==> config.mk <==
export PLATFORM = sky130hd
export DESIGN_NAME = serial_acc_adder
export DESIGN_NICKNAME = d
export VERILOG_FILES = /design/src/rtl/sadd_pkg.sv /design/src/rtl/sadd_rst_sync.sv /design/src/rtl/sadd_ctrl.sv /design/src/rtl/sadd_bit_fa.sv /design/src/rtl/sadd_acc.sv /design/src/rtl/sadd_opb_rot.sv /design/src/rtl/serial_acc_adder.sv
export SDC_FILE = /design/constraint.sdc
export NUM_CORES = 1
export LEC_CHECK = 0
export ABC_AREA = 1
export CORE_ASPECT_RATIO = 0.8
export CORE_MARGIN = 2
export CORE_UTILIZATION = 36
export DETAILED_ROUTE_END_ITERATION = 16
export DONT_BUFFER_PORTS = 1
export GPL_TIMING_DRIVEN = 0
export PLACE_DENSITY_LB_ADDON = 0.25
export SYNTH_ARGS = -nofsm -noshare
export SYNTH_HDL_FRONTEND = slang
export SYNTH_SLANG_ARGS = --single-unit
==> constraint.sdc <==
create_clock -name clk -period 2.87 [get_ports clk]
set_input_delay 0.574 -clock clk [delete_from_list [all_inputs] [get_ports clk]]
set_output_delay 0.574 -clock clk [all_outputs]
set_load 0.01 [all_outputs]
==> src/rtl/sadd_pkg.sv <==
package sadd_pkg;
  typedef enum logic [1:0] {
    ST_IDLE  = 2'd0,
    ST_SHIFT = 2'd1,
    ST_FINAL = 2'd2
  } sadd_state_e;
endpackage

==> src/rtl/sadd_rst_sync.sv <==
module sadd_rst_sync (
  input  logic clk,
  input  logic rst_n,
  output logic rst_n_o
);
  logic [1:0] sync_q;

  always_ff @(posedge clk or negedge rst_n) begin
    if (!rst_n) sync_q <= 2'b00;
    else        sync_q <= {sync_q[0], 1'b1};
  end

  assign rst_n_o = sync_q[1];
endmodule

==> src/rtl/sadd_ctrl.sv <==
module sadd_ctrl
  import sadd_pkg::*;
#(
  parameter int WIDTH = 8
) (
  input  logic clk,
  input  logic rst_n,
  input  logic start_i,
  output logic start_ok_o,
  output logic idle_o,
  output logic shift_en_o,
  output logic fin_en_o,
  output logic busy_o,
  output logic done_o
);
  localparam int CNT_W = (WIDTH > 1) ? $clog2(WIDTH) : 1;
  localparam logic [CNT_W-1:0] LAST = CNT_W'(WIDTH - 1);

  sadd_state_e      state_q, state_d;
  logic [CNT_W-1:0] cnt_q, cnt_d;
  logic             done_q, done_d;

  always_comb begin
    state_d = state_q;
    cnt_d   = cnt_q;
    done_d  = 1'b0;
    unique case (state_q)
      ST_IDLE: begin
        if (start_i) begin
          state_d = ST_SHIFT;
          cnt_d   = '0;
        end
      end
      ST_SHIFT: begin
        cnt_d = cnt_q + 1'b1;
        if (cnt_q == LAST) state_d = ST_FINAL;
      end
      ST_FINAL: begin
        state_d = ST_IDLE;
        done_d  = 1'b1;
      end
      default: state_d = ST_IDLE;
    endcase
  end

  always_ff @(posedge clk or negedge rst_n) begin
    if (!rst_n) begin
      state_q <= ST_IDLE;
      cnt_q   <= '0;
      done_q  <= 1'b0;
    end else begin
      state_q <= state_d;
      cnt_q   <= cnt_d;
      done_q  <= done_d;
    end
  end

  assign idle_o     = (state_q == ST_IDLE);
  assign start_ok_o = idle_o && start_i;
  assign shift_en_o = (state_q == ST_SHIFT);
  assign fin_en_o   = (state_q == ST_FINAL);
  assign busy_o     = !idle_o;
  assign done_o     = done_q;
endmodule

==> src/rtl/sadd_bit_fa.sv <==
module sadd_bit_fa (
  input  logic clk,
  input  logic rst_n,
  input  logic clr_i,
  input  logic en_i,
  input  logic a_i,
  input  logic b_i,
  output logic sum_o,
  output logic carry_o
);
  logic carry_q, carry_d, cout;

  always_comb begin
    sum_o = a_i ^ b_i ^ carry_q;
    cout  = (a_i & b_i) | (a_i & carry_q) | (b_i & carry_q);
    if (clr_i)     carry_d = 1'b0;
    else if (en_i) carry_d = cout;
    else           carry_d = carry_q;
  end

  always_ff @(posedge clk or negedge rst_n) begin
    if (!rst_n) carry_q <= 1'b0;
    else        carry_q <= carry_d;
  end

  assign carry_o = carry_q;
endmodule

==> src/rtl/sadd_acc.sv <==
module sadd_acc #(
  parameter int WIDTH = 8
) (
  input  logic             clk,
  input  logic             rst_n,
  input  logic             load_i,
  input  logic [WIDTH-1:0] opa_i,
  input  logic             clr_top_i,
  input  logic             shift_i,
  input  logic             sum_bit_i,
  input  logic             fin_i,
  input  logic             carry_i,
  output logic             lsb_o,
  output logic [WIDTH:0]   acc_o
);
  logic [WIDTH:0] acc_q, acc_d;

  always_comb begin
    acc_d = acc_q;
    if (load_i)    acc_d = {1'b0, opa_i};
    if (clr_top_i) acc_d[WIDTH] = 1'b0;
    if (shift_i)   acc_d[WIDTH-1:0] = {sum_bit_i, acc_q[WIDTH-1:1]};
    if (fin_i)     acc_d[WIDTH] = carry_i;
  end

  always_ff @(posedge clk or negedge rst_n) begin
    if (!rst_n) acc_q <= '0;
    else        acc_q <= acc_d;
  end

  assign lsb_o = acc_q[0];
  assign acc_o = acc_q;
endmodule

==> src/rtl/sadd_opb_rot.sv <==
module sadd_opb_rot #(
  parameter int WIDTH = 8
) (
  input  logic             clk,
  input  logic             rst_n,
  input  logic             load_i,
  input  logic [WIDTH-1:0] opb_i,
  input  logic             rot_i,
  output logic             lsb_o
);
  logic [WIDTH-1:0] opb_q, opb_d;

  generate
    if (WIDTH == 1) begin : g_one
      always_comb begin
        opb_d = opb_q;
        if (load_i) opb_d = opb_i;
      end
    end else begin : g_many
      always_comb begin
        opb_d = opb_q;
        if (load_i)     opb_d = opb_i;
        else if (rot_i) opb_d = {opb_q[0], opb_q[WIDTH-1:1]};
      end
    end
  endgenerate

  always_ff @(posedge clk or negedge rst_n) begin
    if (!rst_n) opb_q <= '0;
    else        opb_q <= opb_d;
  end

  assign lsb_o = opb_q[0];
endmodule

==> src/rtl/serial_acc_adder.sv <==
module serial_acc_adder #(
  parameter int WIDTH = 8
) (
  input  logic             clk,
  input  logic             rst_n,
  input  logic             load_i,
  input  logic [WIDTH-1:0] opa_i,
  input  logic [WIDTH-1:0] opb_i,
  input  logic             start_i,
  output logic             busy_o,
  output logic             done_o,
  output logic [WIDTH:0]   sum_o
);
  logic rst_n_s;
  logic start_ok, idle, shift_en, fin_en;
  logic load_ok;
  logic a_bit, b_bit, s_bit, carry;

  sadd_rst_sync u_rst (
    .clk     (clk),
    .rst_n   (rst_n),
    .rst_n_o (rst_n_s)
  );

  sadd_ctrl #(.WIDTH(WIDTH)) u_ctrl (
    .clk        (clk),
    .rst_n      (rst_n_s),
    .start_i    (start_i),
    .start_ok_o (start_ok),
    .idle_o     (idle),
    .shift_en_o (shift_en),
    .fin_en_o   (fin_en),
    .busy_o     (busy_o),
    .done_o     (done_o)
  );

  assign load_ok = idle && load_i;

  sadd_acc #(.WIDTH(WIDTH)) u_acc (
    .clk       (clk),
    .rst_n     (rst_n_s),
    .load_i    (load_ok),
    .opa_i     (opa_i),
    .clr_top_i (start_ok),
    .shift_i   (shift_en),
    .sum_bit_i (s_bit),
    .fin_i     (fin_en),
    .carry_i   (carry),
    .lsb_o     (a_bit),
    .acc_o     (sum_o)
  );

  sadd_opb_rot #(.WIDTH(WIDTH)) u_opb (
    .clk    (clk),
    .rst_n  (rst_n_s),
    .load_i (load_ok),
    .opb_i  (opb_i),
    .rot_i  (shift_en),
    .lsb_o  (b_bit)
  );

  sadd_bit_fa u_fa (
    .clk     (clk),
    .rst_n   (rst_n_s),
    .clr_i   (start_ok),
    .en_i    (shift_en),
    .a_i     (a_bit),
    .b_i     (b_bit),
    .sum_o   (s_bit),
    .carry_o (carry)
  );
endmodule

After elaboration in Yosys (flattened, before gate mapping)
Index checks and enable logic that the tools add are counted.

operators by class
  $add $sub $neg = 1
  eq/ne operators = 5
  multiplexer cells = 14
  bitwise operators = 7
  reduce and logical (&&, ||, !) cells = 10

operators by type and width
  operator                                                number
  two-way mux 8 bit                                       3
  two-way mux 9 bit                                       1
  case mux 3 bit (2 select lines)                         1
  nonzero test 2 bit                                      3
  two-way mux 1 bit                                       5
  two-way mux 2 bit                                       2
  case mux 2 bit (2 select lines)                         1
  AND reduction 2 bit                                     2
  adder 3 x 1 -> 3 bit (second input constant)            1
  AND 1 bit                                               3
  == test 3 bit (second input constant)                   1
  two-way mux 3 bit                                       1
  nonzero test 3 bit                                      1
  == test 2 x 1 -> 1 bit (second input constant)          1
  == test 2 bit (second input constant)                   1
  logical AND 1 bit                                       2
  zero test 2 bit                                         1
  inequality test 2 x 1 -> 1 bit (second input constant)  1
  inequality test 2 bit (second input constant)           1
  OR 1 bit                                                2
  bitwise XOR 1 bit                                       2
  zero test 1 bit                                         1

word-level totals
  bits in registers = 26
  bits of input ports = 20
  output and inout port bits = 11
  logic and storage cells = 45

Longest topological paths before layout
  depth in word-level cells = 5
  mapped depth = 7
  gate-level depth less buffers = 6

Hierarchy
From an unflattened synthesis, not the netlist that was laid out.

unflattened totals
  cells, all modules = 137
  area total of the unflattened synthesis = 1204.9 um^2

by module, submodules not included
  module            instances  cells each  area an instance (um^2)  sequential area each (um^2)
  sadd_acc          1          51          439.2                    225.2
  sadd_opb_rot      1          44          374.1                    200.2
  sadd_ctrl         1          30          265.3                    150.1
  sadd_bit_fa       1          7           65.1                     25.0
  sadd_rst_sync     1          3           53.8                     50.0
  serial_acc_adder  1          2           7.5                      0.0

Worst setup path before layout
OpenSTA, ideal clock, no wires.

  path type = reg2out
  start point = register u_ctrl.state_q[0]
  end point = output busy_o
  arrival time = 0.835 ns
  required time = 2.296 ns
  path slack = 1.461 ns
  stages on the path, launching flop included = 5
  path buffers = 2
  path through = dfrtp_1 > buf_6 > nor2_1 > buf_4 > inv_1

on the way
  word-level cells in the longest chain between the ends = 2

ends and longest elaborated chain
  item                      RTL line                source
  start: declaration        sadd_ctrl.sv:19         sadd_state_e state_q, state_d;
  start signal: assignment  sadd_ctrl.sv:52         state_q <= state_d;
  zero test 2 bit           sadd_ctrl.sv:58         assign idle_o = (state_q == ST_IDLE);
  zero test 1 bit           sadd_ctrl.sv:62         assign busy_o = !idle_o;
  end: declaration          serial_acc_adder.sv:10  output logic busy_o,

No other way between the ends.

Worst setup path in the final report
Ends and elaborated chain as after synthesis.

==> metrics.md <==
| Metric | Value |
|---|---|
| Simple-gate share of the synthesized area | `36.17%` |
| EDFF count, synth | `0` |
| FILL cells | `350` |
| Multi-input logic area | `~550 µm²` |
| Nets | `approximately 190` |
| Fin. Hold Viols | `0` |
| Crit Path Class | `reg2out` |
| Synth Area in Compound Gates | `approximately 3.0%` |
| Final worst slack | `around 1.1 ns` |
| Number of setup buffers added after CTS | `0` |
| Clk_lat worst skew | `0.27 ns` |
| Synth Warn # | `0` |
| CP arrival | `between 1 and 1.5 ns` |
| Pleak | `between 0.7 and 0.8 nW` |
| Unrepaired setup endpoints after global routing | `no` |
| Worst slew pin tran | `around 0.98 ns` |
| H-tree lvl count | `1` |
| Largest net degree at the start of global routing | `25` |
| Cell taking the most area after synthesis | `dfrtp_1` |
| Slew HR | `a little over a third` |
| Die Span X | `70.67 µm` |
| Port bufs | `0` |
| Initial DRC Count | `56` |
| All-Layer GR Usage | `14.89%` |
| Initial antenna violation count | `0` |
| HPWL after DPL | `1912 µm` |
| Via count | `approximately 1000` |
| Antenna diodes | `0` |
| Die Y | `about 57 µm` |
| Crit share post-route | `between 60% and 70%` |
| Synthesized Nets | `roughly 180` |
| Vias in the first global route | `1007` |
| Register bit count reported by yosys | `26` |
| Synth Flop Type | `dfrtp_1` |
| Detailed Routing Iterations Pass 1 | `4` |
| Final hold slack | `0.3568 ns` |
| Drc violations | `0` |
| Mapped cell area | `between 1000 and 1500 µm²` |
| Status | `finished, final reports clean` |
| Cell variety after synth | `16` |
| Post-synthesis area per instance | `between 8 and 9 µm²` |
| Setup TNS | `0 ns` |
| Core ar. | `about 3400 µm²` |
| Worst clock skew | `approximately 0.014 ns` |
| Detailed Route WL | `~2700 µm` |
| Share of the synthesized area in the top cell type | `about 51%` |
| I/O pins | `31` |
| Share of cells above drive strength 1 | `between 8 and 9%` |
| Post-Synthesis Cells | `about 160` |
| Xor/xnor share of the synthesized area | `0%` |
| ANT nets after route | `0` |
| Adder-cell share of the synthesized area | `3.519%` |
| Max Cap Viol | `0` |
| Seq/Total Area, Yosys | `50.83%` |
| CTS Buffer Depth | `2` |
| CTS tree | `done` |
| DP Worst Slack | `around 1.4 ns` |
| Routed len/inst | `about 13 µm` |
| PwrDens | `1059 nW/µm²` |
| Pwr Total | `roughly 0.0015 W` |
| CTS buffer count | `3` |
| Fmax | `approximately 570 MHz` |
| Finish-stage setup viols | `0` |
| HP Class | `reg2reg` |
| WP data required | `around 2.3 ns` |
| Synth area leaders | `dfrtp_1 51%, nand2_1 24%, nand3_1 7.4%, nand3b_1 3.5%, ha_1 2.0%` |
| Vias per Instance | `between 5 and 6` |
| Crit path launch type | `flop` |
| RD Place Congestion | `between 0.7 and 0.8` |
| Total grt overflow | `0` |
| Ys async rst share | `100.0%` |
| Multiplexer share of the synthesized area | `0%` |
| CTS Root Cell | `clkbuf_8` |
| Starting Density | `37.39%` |
| Final Util | `approximately two fifths` |
| CP endpoint kind | `output port` |
| Min cycle time layout | `1.765 ns` |
| Clock-pin slew on the worst setup and hold paths | `0.08 ns` |
| CP max FO | `10` |
| Area of the die | `4052 µm²` |
| Global-route wire length before repair | `around 4700 µm` |
| Peak VDD IR | `roughly 0.38 mV` |
| Area Overhead vs Synth | `8.114%` |
| Clock sinks | `26` |
| Num rows | `19` |
| Max Slew Vio Count | `0` |
| Largest family of logic cells by synthesized area | `simple AND/OR/NAND/NOR gates` |
| Register area | `650.6 µm²` |
logic make-up after synthesis:
kind of cell,Yosys count
and+or+nand+nor,111
adders and majority gates,3
other,1
AOI/OAI and AO/OA,5
buffers and inverters,13
DFF,26
critical path: stages, from the launching register on:
cell,delay (ns)
dfrtp_1,0.39
buf_6,0.15
nor2_1,0.12
buf_4,0.18
inv_1,0.08
layer usage:
metal  wire [µm]  global-route usage (%)  vias up  share of wire [%]
met3         216                   6.360        2                8.1
met2        1249                   22.78       30                 47
met1        1189                   19.41      497                 44
li1            -                       -      505                  -
met4          19                   4.582        0               0.71
met5           0                       0        -                  0
synthesized netlist by cell type (2+ instances only):
master and instances:
nand2_1 83, dfrtp_1 26, nand3_1 19, nand3b_1 6, buf_2 3, buf_4 3, inv_1 3, nor2_1 3
o21ai_0 3, buf_6 2, ha_1 2, inv_2 2
per-stage QoR:
stage	cells	instance area, µm²
2_1_floorplan	159	1280
3_3_place_gp	201	1333
3_5_place_dp	201	1333
4_1_cts	205	1384
5_1_grt	205	1384
6_report	205	1384
cell type report:
cell class                      count  share of cell area, %
Sequential cell                    26                  47.02
Multi-Input combinational cell    120                  39.78
Buffer                              8                  4.340
Tap cell                           42                  3.797
Clock buffer                        3                  2.984
Inverter                            5                  1.356
Timing Repair Buffer                1                 0.7233
power breakdown:
| part | internal (W) | total, W | switching, W |
|---|---|---|---|
| Clock | 0.0000941 | 0.000206 | 0.000112 |
| Sequential | 0.000517 | 0.000652 | 0.000136 |
| Combinational | 0.000243 | 0.000608 | 0.000365 |
worst paths after layout:
| path | from | endpoint | slack [ns] | depth (start not counted) |
|---|---|---|---|---|
| setup / recovery | u_ctrl.state_q[0]$_DFFE_PN0P_ | busy_o | 1.11 | 4 |
| hold / removal | u_rst.sync_q[0]$_DFF_PN0_ | u_rst.sync_q[1]$_DFF_PN0_ | 0.36 | 0 |
| setup reg to reg | u_acc.acc_o[0]$_DFFE_PN0P_ | u_acc.acc_o[7]$_DFFE_PN0P_ | 1.62 | 5 |
| hold reg to reg | u_rst.sync_q[0]$_DFF_PN0_ | u_rst.sync_q[1]$_DFF_PN0_ | 0.36 | 0 |
| max in group asynchronous | u_rst.sync_q[1]$_DFF_PN0_ | u_acc.acc_o[0]$_DFFE_PN0P_ | 1.87 | 0 |
| min in group asynchronous | u_rst.sync_q[1]$_DFF_PN0_ | u_acc.acc_o[8]$_DFFE_PN0P_ | 0.40 | 0 |
registers in the layout (all words and copies together) (netlist names):
name            flops
u_rst.sync_q        2
u_opb.opb_q         8
u_ctrl.cnt_q        3
u_ctrl.done_o       1
u_acc.acc_o         9
u_ctrl.state_q      2
u_fa.carry_o        1
what timing repair did:
item,in CTS,in global routing
hold endpoints to repair,2,0
hold buffers,1,0
resized for setup,0,0
cell usage in the layout (no fill, tap or decap), drive strengths merged:
cell type,Yosys,routed
clkbuf,0,3
inv,5,5
buf,8,8
nand3b,6,6
nand3,19,19
o21ai,4,4
nand2,83,83
dfrtp,26,26
nor2,3,3
fa,1,1
ha,2,2
dlygate4sd3,0,1
conb,1,1
o21bai,1,1
Note: power is estimated with default switching activity, not from simulation.
